--- src/rtl/ecc_pkg.sv ---
package ecc_pkg;
  localparam int DATA_W  = 8;
  localparam int CHK_W   = 4;
  localparam int WORD_W  = DATA_W + CHK_W + 1;
  localparam int REG_DW  = 16;
  localparam logic [7:0] UNLOCK_KEY = 8'hA5;

  typedef enum logic [2:0] {
    RA_STAT = 3'd0,
    RA_IEN  = 3'd1,
    RA_EADR = 3'd2,
    RA_KEY  = 3'd3,
    RA_MODE = 3'd4,
    RA_MASK = 3'd5
  } reg_addr_e;

  // Hamming position (1..12) occupied by each data bit
  function automatic logic [3:0] data_pos(input int i);
    case (i)
      0: data_pos = 4'd3;
      1: data_pos = 4'd5;
      2: data_pos = 4'd6;
      3: data_pos = 4'd7;
      4: data_pos = 4'd9;
      5: data_pos = 4'd10;
      6: data_pos = 4'd11;
      default: data_pos = 4'd12;
    endcase
  endfunction

  function automatic logic [CHK_W-1:0] calc_check(input logic [DATA_W-1:0] d);
    logic [CHK_W-1:0] c;
    c = '0;
    for (int i = 0; i < DATA_W; i++) begin
      for (int k = 0; k < CHK_W; k++) begin
        if (data_pos(i)[k]) c[k] = c[k] ^ d[i];
      end
    end
    return c;
  endfunction
endpackage

--- src/rtl/ecc_encoder.sv ---
module ecc_encoder
  import ecc_pkg::*;
(
  input  logic [DATA_W-1:0] data_in,
  input  logic              inv_en,
  input  logic [WORD_W-1:0] inv_mask,
  output logic [WORD_W-1:0] word_out
);
  logic [CHK_W-1:0]  chk;
  logic [WORD_W-1:0] clean;

  always_comb begin
    chk   = calc_check(data_in);
    clean = {^{chk, data_in}, chk, data_in};
    word_out = inv_en ? (clean ^ inv_mask) : clean;
  end
endmodule

--- src/rtl/ecc_store.sv ---
module ecc_store
  import ecc_pkg::*;
#(
  parameter int ADDR_W = 6
) (
  input  logic              clk,
  input  logic              wr_en,
  input  logic [ADDR_W-1:0] wr_addr,
  input  logic [WORD_W-1:0] wr_word,
  input  logic              rd_en,
  input  logic [ADDR_W-1:0] rd_addr,
  output logic [WORD_W-1:0] rd_word
);
  localparam int DEPTH = 1 << ADDR_W;

  logic [WORD_W-1:0] cells [DEPTH];

  always_ff @(posedge clk) begin
    if (wr_en) cells[wr_addr] <= wr_word;
    if (rd_en) rd_word <= cells[rd_addr];
  end
endmodule

--- src/rtl/ecc_decoder.sv ---
module ecc_decoder
  import ecc_pkg::*;
(
  input  logic [WORD_W-1:0] word_in,
  output logic [DATA_W-1:0] data_out,
  output logic              err_single,
  output logic              err_double
);
  logic [CHK_W-1:0] syn;
  logic             par_bad;

  always_comb begin
    syn        = calc_check(word_in[DATA_W-1:0]) ^ word_in[DATA_W +: CHK_W];
    par_bad    = ^word_in;
    err_single = par_bad;
    err_double = !par_bad && (syn != '0);
  end

  for (genvar i = 0; i < DATA_W; i++) begin : g_fix
    assign data_out[i] = word_in[i] ^ (par_bad && (syn == data_pos(i)));
  end
endmodule

--- src/rtl/ecc_ctrl_regs.sv ---
module ecc_ctrl_regs
  import ecc_pkg::*;
#(
  parameter int ADDR_W = 6
) (
  input  logic              clk,
  input  logic              rst_n,
  input  logic              reg_sel,
  input  logic              reg_we,
  input  logic [2:0]        reg_addr,
  input  logic [REG_DW-1:0] reg_wdata,
  output logic [REG_DW-1:0] reg_rdata,
  input  logic              ev_valid,
  input  logic              ev_fetch,
  input  logic [ADDR_W-1:0] ev_addr,
  input  logic              ev_single,
  input  logic              ev_double,
  output logic              test_mode,
  output logic [WORD_W-1:0] inv_mask,
  output logic              err_irq
);
  logic              dbl_q, dbl_d;
  logic              ien_q, ien_d;
  logic [ADDR_W-1:0] eadr_q, eadr_d;
  logic              unl_q, unl_d;
  logic              mode_q, mode_d;
  logic [WORD_W-1:0] mask_q, mask_d;
  logic              irq_q, irq_d;
  logic              wr_stat, wr_ien, wr_key, wr_mode, wr_mask;
  logic              data_err;

  always_comb begin
    wr_stat = reg_sel && reg_we && (reg_addr == RA_STAT);
    wr_ien  = reg_sel && reg_we && (reg_addr == RA_IEN);
    wr_key  = reg_sel && reg_we && (reg_addr == RA_KEY);
    wr_mode = reg_sel && reg_we && (reg_addr == RA_MODE);
    wr_mask = reg_sel && reg_we && (reg_addr == RA_MASK);
    data_err = ev_valid && !ev_fetch && (ev_single || ev_double);

    dbl_d = dbl_q;
    if (data_err && ev_double)         dbl_d = 1'b1;
    else if (wr_stat && !reg_wdata[0]) dbl_d = 1'b0;

    ien_d  = wr_ien ? reg_wdata[0] : ien_q;
    eadr_d = data_err ? ev_addr : eadr_q;
    mask_d = wr_mask ? reg_wdata[WORD_W-1:0] : mask_q;

    unl_d  = unl_q;
    mode_d = mode_q;
    if (wr_key) begin
      unl_d = (reg_wdata[7:0] == UNLOCK_KEY);
    end else if (wr_mode && unl_q) begin
      mode_d = reg_wdata[0];
      unl_d  = 1'b0;
    end

    irq_d = ev_valid && !ev_fetch && (ev_double || (ev_single && ien_q));
  end

  always_ff @(posedge clk or negedge rst_n) begin
    if (!rst_n) begin
      dbl_q  <= 1'b0;
      ien_q  <= 1'b0;
      eadr_q <= '0;
      unl_q  <= 1'b0;
      mode_q <= 1'b0;
      mask_q <= '0;
      irq_q  <= 1'b0;
    end else begin
      dbl_q  <= dbl_d;
      ien_q  <= ien_d;
      eadr_q <= eadr_d;
      unl_q  <= unl_d;
      mode_q <= mode_d;
      mask_q <= mask_d;
      irq_q  <= irq_d;
    end
  end

  always_comb begin
    reg_rdata = '0;
    case (reg_addr)
      RA_STAT: reg_rdata[0] = dbl_q;
      RA_IEN:  reg_rdata[0] = ien_q;
      RA_EADR: reg_rdata[ADDR_W-1:0] = eadr_q;
      RA_KEY:  reg_rdata[0] = unl_q;
      RA_MODE: reg_rdata[0] = mode_q;
      RA_MASK: reg_rdata[WORD_W-1:0] = mask_q;
      default: reg_rdata = '0;
    endcase
  end

  assign test_mode = mode_q;
  assign inv_mask  = mask_q;
  assign err_irq   = irq_q;

  assert_mode_guard_R10: assert property (@(posedge clk) disable iff (!rst_n)
    !$stable(mode_q) |-> $past(unl_q));
  assert_relock_R11: assert property (@(posedge clk) disable iff (!rst_n)
    (wr_mode && unl_q && !wr_key) |=> !unl_q);
  assert_irq_slot_R6: assert property (@(posedge clk) disable iff (!rst_n)
    irq_q |-> $past(ev_valid));
  assert_fetch_quiet_R7: assert property (@(posedge clk) disable iff (!rst_n)
    irq_q |-> !$past(ev_fetch));
  assert_dbl_irq_R4: assert property (@(posedge clk) disable iff (!rst_n)
    $rose(dbl_q) |-> irq_q);
  assert_single_gate_R5: assert property (@(posedge clk) disable iff (!rst_n)
    (irq_q && !$past(ev_double)) |-> $past(ien_q));
endmodule

--- src/rtl/ecc_ram_guard.sv ---
module ecc_ram_guard
  import ecc_pkg::*;
#(
  parameter int ADDR_W = 6
) (
  input  logic              clk,
  input  logic              rst_n,
  input  logic              mem_req,
  input  logic              mem_we,
  input  logic              mem_fetch,
  input  logic [ADDR_W-1:0] mem_addr,
  input  logic [7:0]        mem_wdata,
  output logic [7:0]        mem_rdata,
  output logic              mem_rvalid,
  input  logic              reg_sel,
  input  logic              reg_we,
  input  logic [2:0]        reg_addr,
  input  logic [15:0]       reg_wdata,
  output logic [15:0]       reg_rdata,
  output logic              err_irq
);
  logic [1:0]        rs_q;
  logic              rst_s;
  logic              wr_go, rd_go;
  logic              rv_q, rv_d;
  logic              fetch_q, fetch_d;
  logic [ADDR_W-1:0] radr_q, radr_d;
  logic [WORD_W-1:0] enc_word, ram_word;
  logic              test_mode;
  logic [WORD_W-1:0] inv_mask;
  logic              dec_single, dec_double;

  always_ff @(posedge clk or negedge rst_n) begin
    if (!rst_n) rs_q <= 2'b00;
    else        rs_q <= {rs_q[0], 1'b1};
  end
  assign rst_s = rs_q[1];

  always_comb begin
    wr_go   = mem_req && mem_we;
    rd_go   = mem_req && !mem_we;
    rv_d    = rd_go;
    fetch_d = rd_go ? mem_fetch : fetch_q;
    radr_d  = rd_go ? mem_addr  : radr_q;
  end

  always_ff @(posedge clk or negedge rst_s) begin
    if (!rst_s) begin
      rv_q    <= 1'b0;
      fetch_q <= 1'b0;
      radr_q  <= '0;
    end else begin
      rv_q    <= rv_d;
      fetch_q <= fetch_d;
      radr_q  <= radr_d;
    end
  end

  ecc_encoder u_enc (
    .data_in (mem_wdata),
    .inv_en  (test_mode),
    .inv_mask(inv_mask),
    .word_out(enc_word)
  );

  ecc_store #(.ADDR_W(ADDR_W)) u_store (
    .clk    (clk),
    .wr_en  (wr_go),
    .wr_addr(mem_addr),
    .wr_word(enc_word),
    .rd_en  (rd_go),
    .rd_addr(mem_addr),
    .rd_word(ram_word)
  );

  ecc_decoder u_dec (
    .word_in   (ram_word),
    .data_out  (mem_rdata),
    .err_single(dec_single),
    .err_double(dec_double)
  );

  ecc_ctrl_regs #(.ADDR_W(ADDR_W)) u_regs (
    .clk      (clk),
    .rst_n    (rst_s),
    .reg_sel  (reg_sel),
    .reg_we   (reg_we),
    .reg_addr (reg_addr),
    .reg_wdata(reg_wdata),
    .reg_rdata(reg_rdata),
    .ev_valid (rv_q),
    .ev_fetch (fetch_q),
    .ev_addr  (radr_q),
    .ev_single(dec_single),
    .ev_double(dec_double),
    .test_mode(test_mode),
    .inv_mask (inv_mask),
    .err_irq  (err_irq)
  );

  assign mem_rvalid = rv_q;

  assert_rvalid_R2: assert property (@(posedge clk) disable iff (!rst_s)
    mem_rvalid |-> $past(mem_req && !mem_we));
endmodule

--- config.mk ---
export PLATFORM = sky130hd
export DESIGN_NAME = ecc_ram_guard
export DESIGN_NICKNAME = d
export VERILOG_FILES = /design/src/rtl/ecc_pkg.sv /design/src/rtl/ecc_encoder.sv /design/src/rtl/ecc_store.sv /design/src/rtl/ecc_decoder.sv /design/src/rtl/ecc_ctrl_regs.sv /design/src/rtl/ecc_ram_guard.sv
export SDC_FILE = /design/constraint.sdc
export NUM_CORES = 1
export LEC_CHECK = 0
export BUFFER_PORTS_ARGS = -buffer_cell sky130_fd_sc_hd__buf_2
export CORE_ASPECT_RATIO = 0.5
export CORE_UTILIZATION = 50
export DETAILED_ROUTE_END_ITERATION = 8
export PLACE_DENSITY = 0.66
export SYNTH_ARGS = -nofsm -noshare
export SYNTH_HDL_FRONTEND = slang
export SYNTH_SLANG_ARGS = --single-unit
--- constraint.sdc ---
create_clock -name clk -period 5.3 [get_ports clk]
set_input_delay 0.795 -clock clk [delete_from_list [all_inputs] [get_ports clk]]
set_output_delay 0.795 -clock clk [all_outputs]
set_load 0.005 [all_outputs]
# Word level (Yosys, flattened, before mapping)
# Memories as Yosys holds them, arrays and structs flattened. A register that Yosys moved wholly into a read port is not among the register bits.
# Index checks and enable logic that the tools add are counted.
# op_classes
n_eq_ne	14
n_mux	10
reduce_logical	37
bitwise_logic	39
# op_table
operator	count
XOR 1 bit	36
logical AND 1 bit	24
== test 4 bit, second input constant	4
2-to-1 mux 13 bit	1
XOR reduction 13 bit	1
XOR 13 bit	1
== test 4 x 3 -> 1 bit, second input constant	3
XOR reduction 12 bit	1
case mux 5 bit (2 select lines)	1
== test 8 bit, second input constant	1
2-to-1 mux 7 bit	1
== test 3 x 2 -> 1 bit, second input constant	2
== test 3 bit, second input constant	2
2-to-1 mux 1 bit	6
case mux 1 bit (6 select lines)	1
== test 4 x 2 -> 1 bit, second input constant	1
logical NOT 1 bit	4
nonzero test 2 bit	2
nonzero test 4 bit	1
XOR 4 bit	1
== test 3 x 1 -> 1 bit, second input constant	1
logical NOT 3 bit	1
logical OR 1 bit	2
AND reduction 2 bit	1
inverter 1 bit	1
# word_totals
memories	1
ram_bits	832
ff_bits	34
elab_cells	112
input_bits	40
# mem_list
memory	depth	width	rd	rd_ports_with_merged_regs	write_ports	line	text
u_store.cells	64	13	1	1	1	ecc_store.sv:16	logic [WORD_W-1:0] cells [DEPTH];

# Logic depth before layout (Yosys ltp)
# logic_depth
word_depth	11
ltp_mapped	11
mapped_depth_nobuf	6

# Cells and area by module
# Synthesis repeated with hierarchy kept, for this count alone.
# unflattened
hier_cells	1601
area_unflattened_um2	34840.9
# by_module_without_submodules
module	seq_area_each_um2	area_each_um2	cells_per_inst	n_inst
ecc_store	25374.3	32474.9	1402	1
ecc_ctrl_regs	600.6	1234.9	94	1
ecc_decoder	0.0	436.7	44	1
ecc_ram_guard	250.2	391.6	21	1
ecc_encoder	0.0	302.8	40	1

# Worst setup path after synthesis
# Ideal clock, no wire load.
# synth_timing
path_type	input to register
startpoint	in mem_wdata[2]
endpoint	mem u_store.cells[0][12] in the netlist's numbering (data pin)
path_slack_ps	1481
stages	4
path_buffers	0
arrival_time_ps	3251
setup_ps	567
path_cell_list	xor2_1 > xor2_1 > xnor2_1 > xnor2_1
# synth_between
elab_chain_len	7
word_cells_on_any_way	10
cone_classes	mux (1); bitwise (8); reduce/logical (1)
# synth_lines
element	line	text
start: declaration	ecc_ram_guard.sv:12	input logic [7:0] mem_wdata,
XOR 1 bit (4 in series)	ecc_pkg.sv:36	if (data_pos(i)[k]) c[k] = c[k] ^ d[i];
XOR reduction 12 bit (*)	ecc_encoder.sv:14	clean = {^{chk, data_in}, chk, data_in};
XOR 13 bit	ecc_encoder.sv:15	word_out = inv_en ? (clean ^ inv_mask) : clean;
2-to-1 mux 13 bit (*)	ecc_encoder.sv:15	
net enc_word[12]	ecc_ram_guard.sv:28	logic [WORD_W-1:0] enc_word, ram_word;
end: declaration	ecc_store.sv:16	
# Mark *: on every way through the listed nets, which the timed path passes. The rest lies on a longest branch.

==> results_tabular.tex <==
\begin{tabular}{lr}
\hline
Metric & Value \\
\hline
\multicolumn{2}{l}{\textbf{Outcome}} \\
\quad Run status & finished with violations \\
\quad Failing checks & max-capacitance violations, max-slew violations \\
\multicolumn{2}{l}{\textbf{Critical path}} \\
\quad Critical path class & in2reg \\
\quad Cell Chain, Critical Path & buf\_8 -> nor2b\_2 -> a221oi\_1 -> a31oi\_1 -> a21oi\_1 -> o211ai\_1 -> or3\_1 \\
\quad Endpoint class of the critical path & register \\
\quad Worst Path Max Fanout & 70 \\
\quad Kind of cell with the highest combined delay on the critical path & simple AND/OR/NAND/NOR gates \\
\quad Startpoint types & input pin \\
\quad Slowest CP cell & nor2b\_2 \\
\quad Required time worst endpoint & 5.78 ns \\
\quad Crit-path max cell delay & 1.31 ns \\
\quad Crit path DAT & about 4.1 ns \\
\quad Worst Path Buf+Inv & 1 \\
\multicolumn{2}{l}{\textbf{STA}} \\
\quad Timing-limited maximum frequency & 278 MHz \\
\quad Total of endpoints with negative setup slack in the final report & 0 \\
\quad Final WS setup & 1.71 ns \\
\quad Final Critical Period & 3.59 ns \\
\quad RSZ-0062 raised after global routing & no \\
\quad Smallest hold slack & 0.274 ns \\
\quad Hold Fails Final Rpt & 0 \\
\quad Slew Limit Fails & 14 \\
\quad Setup tns final & 0 ns \\
\quad Fraction of the cycle the final worst path needs & between 60\% and 70\% \\
\quad Tightest slew margin relative to the limit & -2.64\% \\
\quad Worst setup skew after layout & 0.0265 ns \\
\quad Worst Max-Slew Pin Slew & 1.53 ns \\
\multicolumn{2}{l}{\textbf{Synthesis}} \\
\quad Synth cell types & 68 \\
\quad Most frequent cell after synthesis & edfxtp\_1 \\
\quad Synth area leaders & edfxtp\_1 73\%, mux4\_2 5.1\%, mux2i\_1 3.5\% \\
\quad Library cell occupying the most area in the post-synthesis netlist & edfxtp\_1 \\
\quad Most frequent cells after synthesis & 845 x edfxtp\_1, 122 x mux2i\_1, 121 x nor2\_1 \\
\quad Flip-flop and latch count after synthesis & 879 \\
\quad Sequential area share after synthesis & between 70\% and 80\% \\
\quad Synth Area per Inst & 18.2 um2 \\
\quad Post-synthesis instance total & 1919 \\
\quad Area share of the largest cell type after synthesis & 72.8\% \\
\quad Primary flip-flop cell chosen by synthesis mapping & edfxtp\_1 \\
\quad Post-synth ARST share & 3.87\% \\
\quad Synth warn & 0 \\
\quad Number of synthesized flops with an enable pin & 845 \\
\quad Netlist area before placement & $\sim$35000 um2 \\
\multicolumn{2}{l}{\textbf{Job}} \\
\quad Max cap viols & 1 \\
\multicolumn{2}{l}{\textbf{Clock tree}} \\
\quad H-tree level count & 3 \\
\quad TritonCTS clock tree & yes \\
\quad Number of setup buffers added after CTS & 0 \\
\quad Hold buffer count at cts & 1 \\
\quad CTS-repair resized insts & 0 \\
\quad Clock root buffer & clkbuf\_16 \\
\quad Clock Pin Slew Worst Setup and Hold Paths & 0.06 ns \\
\quad CTS Buf Count & 78 \\
\quad Clk\_lat worst skew & 0.64 ns \\
\quad Maximum root-to-sink buffer count & 3 \\
\quad Number of sinks on the clock net & a little under 900 \\
\multicolumn{2}{l}{\textbf{Pwr}} \\
\quad Leakage power & 13.0 nW \\
\quad Power per standard cell area & 374 nW/um2 \\
\quad Largest vdd supply drop & 0.218 mV \\
\multicolumn{2}{l}{\textbf{Detailed routing}} \\
\quad Detail-routed via count per cell & 6.33 \\
\quad Number of search-and-repair iterations in the first detailed-routing pass & 6 \\
\quad Routed wirelength normalized by instance count & between 30 and 40 um \\
\quad DRC errors left & 0 \\
\quad DRT antenna net count & 0 \\
\quad 1st-iter DRT viols & 2830 \\
\quad Total length of routed wires & 94500 um \\
\quad Via count & $\sim$19k \\
\multicolumn{2}{l}{\textbf{GRT}} \\
\quad Initial antenna violation count & 3 \\
\quad GR Util All Layers & 26.7\% \\
\quad Pin count of the biggest net entering global routing & 71 \\
\quad GRT overflow & 0 \\
\quad Via count of the first global-routing pass & 18.6k \\
\quad Wire length of the first global-routing pass & 134000 um \\
\multicolumn{2}{l}{\textbf{Floorplan}} \\
\quad Standard-cell rows & a little under 70 \\
\quad Total die area & around 71000 um2 \\
\quad Starting density of the core & $\sim$51\% \\
\quad Die boundary height & 189 um \\
\quad Core Footprint & about 69000 um2 \\
\quad Width of the die & 375 um \\
\quad IO Count & 66 \\
\multicolumn{2}{l}{\textbf{Cells and area}} \\
\quad Final core utilization & 56.9\% \\
\quad Number of fill cells in the layout & $\sim$5.2k \\
\quad Final net count & roughly 2.1k \\
\quad Number of diodes & 0 \\
\quad Share of cells above drive strength 1 & about 22\% \\
\quad P\&R area growth vs syn & 12.7\% \\
\multicolumn{2}{l}{\textbf{Placed design}} \\
\quad RePlAce Congestion & 0.949 \\
\quad Worst setup slack before clock tree synthesis & 1.27 ns \\
\quad Port-buffer cells & 59 \\
\quad DP Wirelength & 56700 um \\
\multicolumn{2}{l}{\textbf{Worst hold path}} \\
\quad HP Class & reg2async \\
\hline
\end{tabular}
layout make-up:
cell class | instances | area, um2 | share of cell area (%)
clock buffers | 98 | 2110 | 5.38
clock inverters | 43 | 325 | 0.828
inverters | 4 | 15.0 | 0.0382
multi-input cells | 918 | 8090 | 20.6
flip-flops and latches | 879 | 26200 | 66.7
well taps | 945 | 1180 | 3.01
repair buffers | 186 | 1340 | 3.41
path summary, 6_finish.rpt:
check                                             startpoint  cells past startpoint                         endpoint  slack, ns
worst max-delay path                             mem_addr[2]                      7    u_store.rd_word[11]$_DFFE_PP_       1.71
worst min-delay path                       rs_q[1]$_DFF_PN0_                      1         u_regs.unl_q$_DFFE_PN0P_       0.27
worst max register to register  u_regs.test_mode$_DFFE_PN0P_                      4  u_store.cells[10][11]$_DFFE_PP_       2.48
worst min register to register             rs_q[1]$_DFF_PN0_                      1         u_regs.unl_q$_DFFE_PN0P_       0.27
max in group asynchronous                              rst_n                      2                rs_q[1]$_DFF_PN0_       4.72
min in group clk                           rs_q[0]$_DFF_PN0_                      0                rs_q[1]$_DFF_PN0_       0.35
cell usage in the layout, fill, tap and decap left out, drive strengths merged, types with 4 or more instances in the layout:
cell type and instances:
conb 4, o22ai 47, a211oi 4, clkinv 34, nor3 5, buf 185
xor2 10, nor2 121, xnor2 48, or3 4, o211ai 7, and2 14
nand4 7, a31oi 7, o21ai 45, mux2 82, a21oi 36, dfrtp 34
a22oi 43, nor2b 8, o22a 4, inv 6, bufinv 4, clkbuf 98
mux4 79, a22o 18, mux2i 122, edfxtp 845, a221o 8, a222oi 5
nand3 7, a221oi 76, nand2 65
worst register-to-register path, delay by kind of cell, from the launching register on:
kind	cells	cell delay, ns
xor+xnor	2	1.01
flops	1	0.65
buf+inv	1	0.62
simple gates	1	0.18
kinds of logic after synthesis:
kind of cell,synth area share [%]
AND/OR/NAND/NOR,3.32
buffers and inverters,1.96
XOR/XNOR,1.60
other,0.0215
AO/OA/AOI/OAI,6.57
multiplexers,11.3
flip-flops,75.2
report_power, final:
| group | switching, mW | total [mW] | internal [mW] | leakage [nW] |
|---|---|---|---|---|
| Combinational | 0.843 | 1.22 | 0.380 | 3.79 |
| Sequential | 0.0612 | 7.96 | 7.90 | 8.02 |
| Clock | 2.46 | 5.49 | 3.03 | 1.19 |
| Total | 3.37 | 14.7 | 11.3 | 13.0 |
stage by stage:
stage	instance area, um2	power (mW)	std cells
detailed placement	36800	9.32	2931
CTS	39300	14.7	3073
global placement	36800	9.28	2931
floorplan	34900	8.82	1921
finish	39300	14.7	3073
global route	39300	15.1	3073
registers in the layout, summed over array words and instances (netlist names):
| register | flops |
|---|---|
| rs_q | 2 |
| u_regs.unl_q | 1 |
| u_regs.test_mode | 1 |
| u_regs.dbl_q | 1 |
| u_regs.inv_mask | 13 |
| u_store.cells | 832 |
| radr_q | 6 |
| fetch_q | 1 |
| u_regs.eadr_q | 6 |
| mem_rvalid | 1 |
| u_regs.err_irq | 1 |
| u_regs.ien_q | 1 |
| u_store.rd_word | 13 |
layer usage:
| layer | wire length (um) | share of wire (%) | vias up | global-route usage [%] |
|---|---|---|---|---|
| li1 | - | - | 8040 | - |
| met1 | 38300 | 41 | 10026 | 38.9 |
| met4 | 2940 | 3.1 | 0 | 8.18 |
| met5 | 0 | 0 | - | 0 |
| met3 | 12800 | 14 | 187 | 9.24 |
| met2 | 40500 | 43 | 1205 | 37.9 |
No activity file was read; power rests on OpenSTA's default activity.
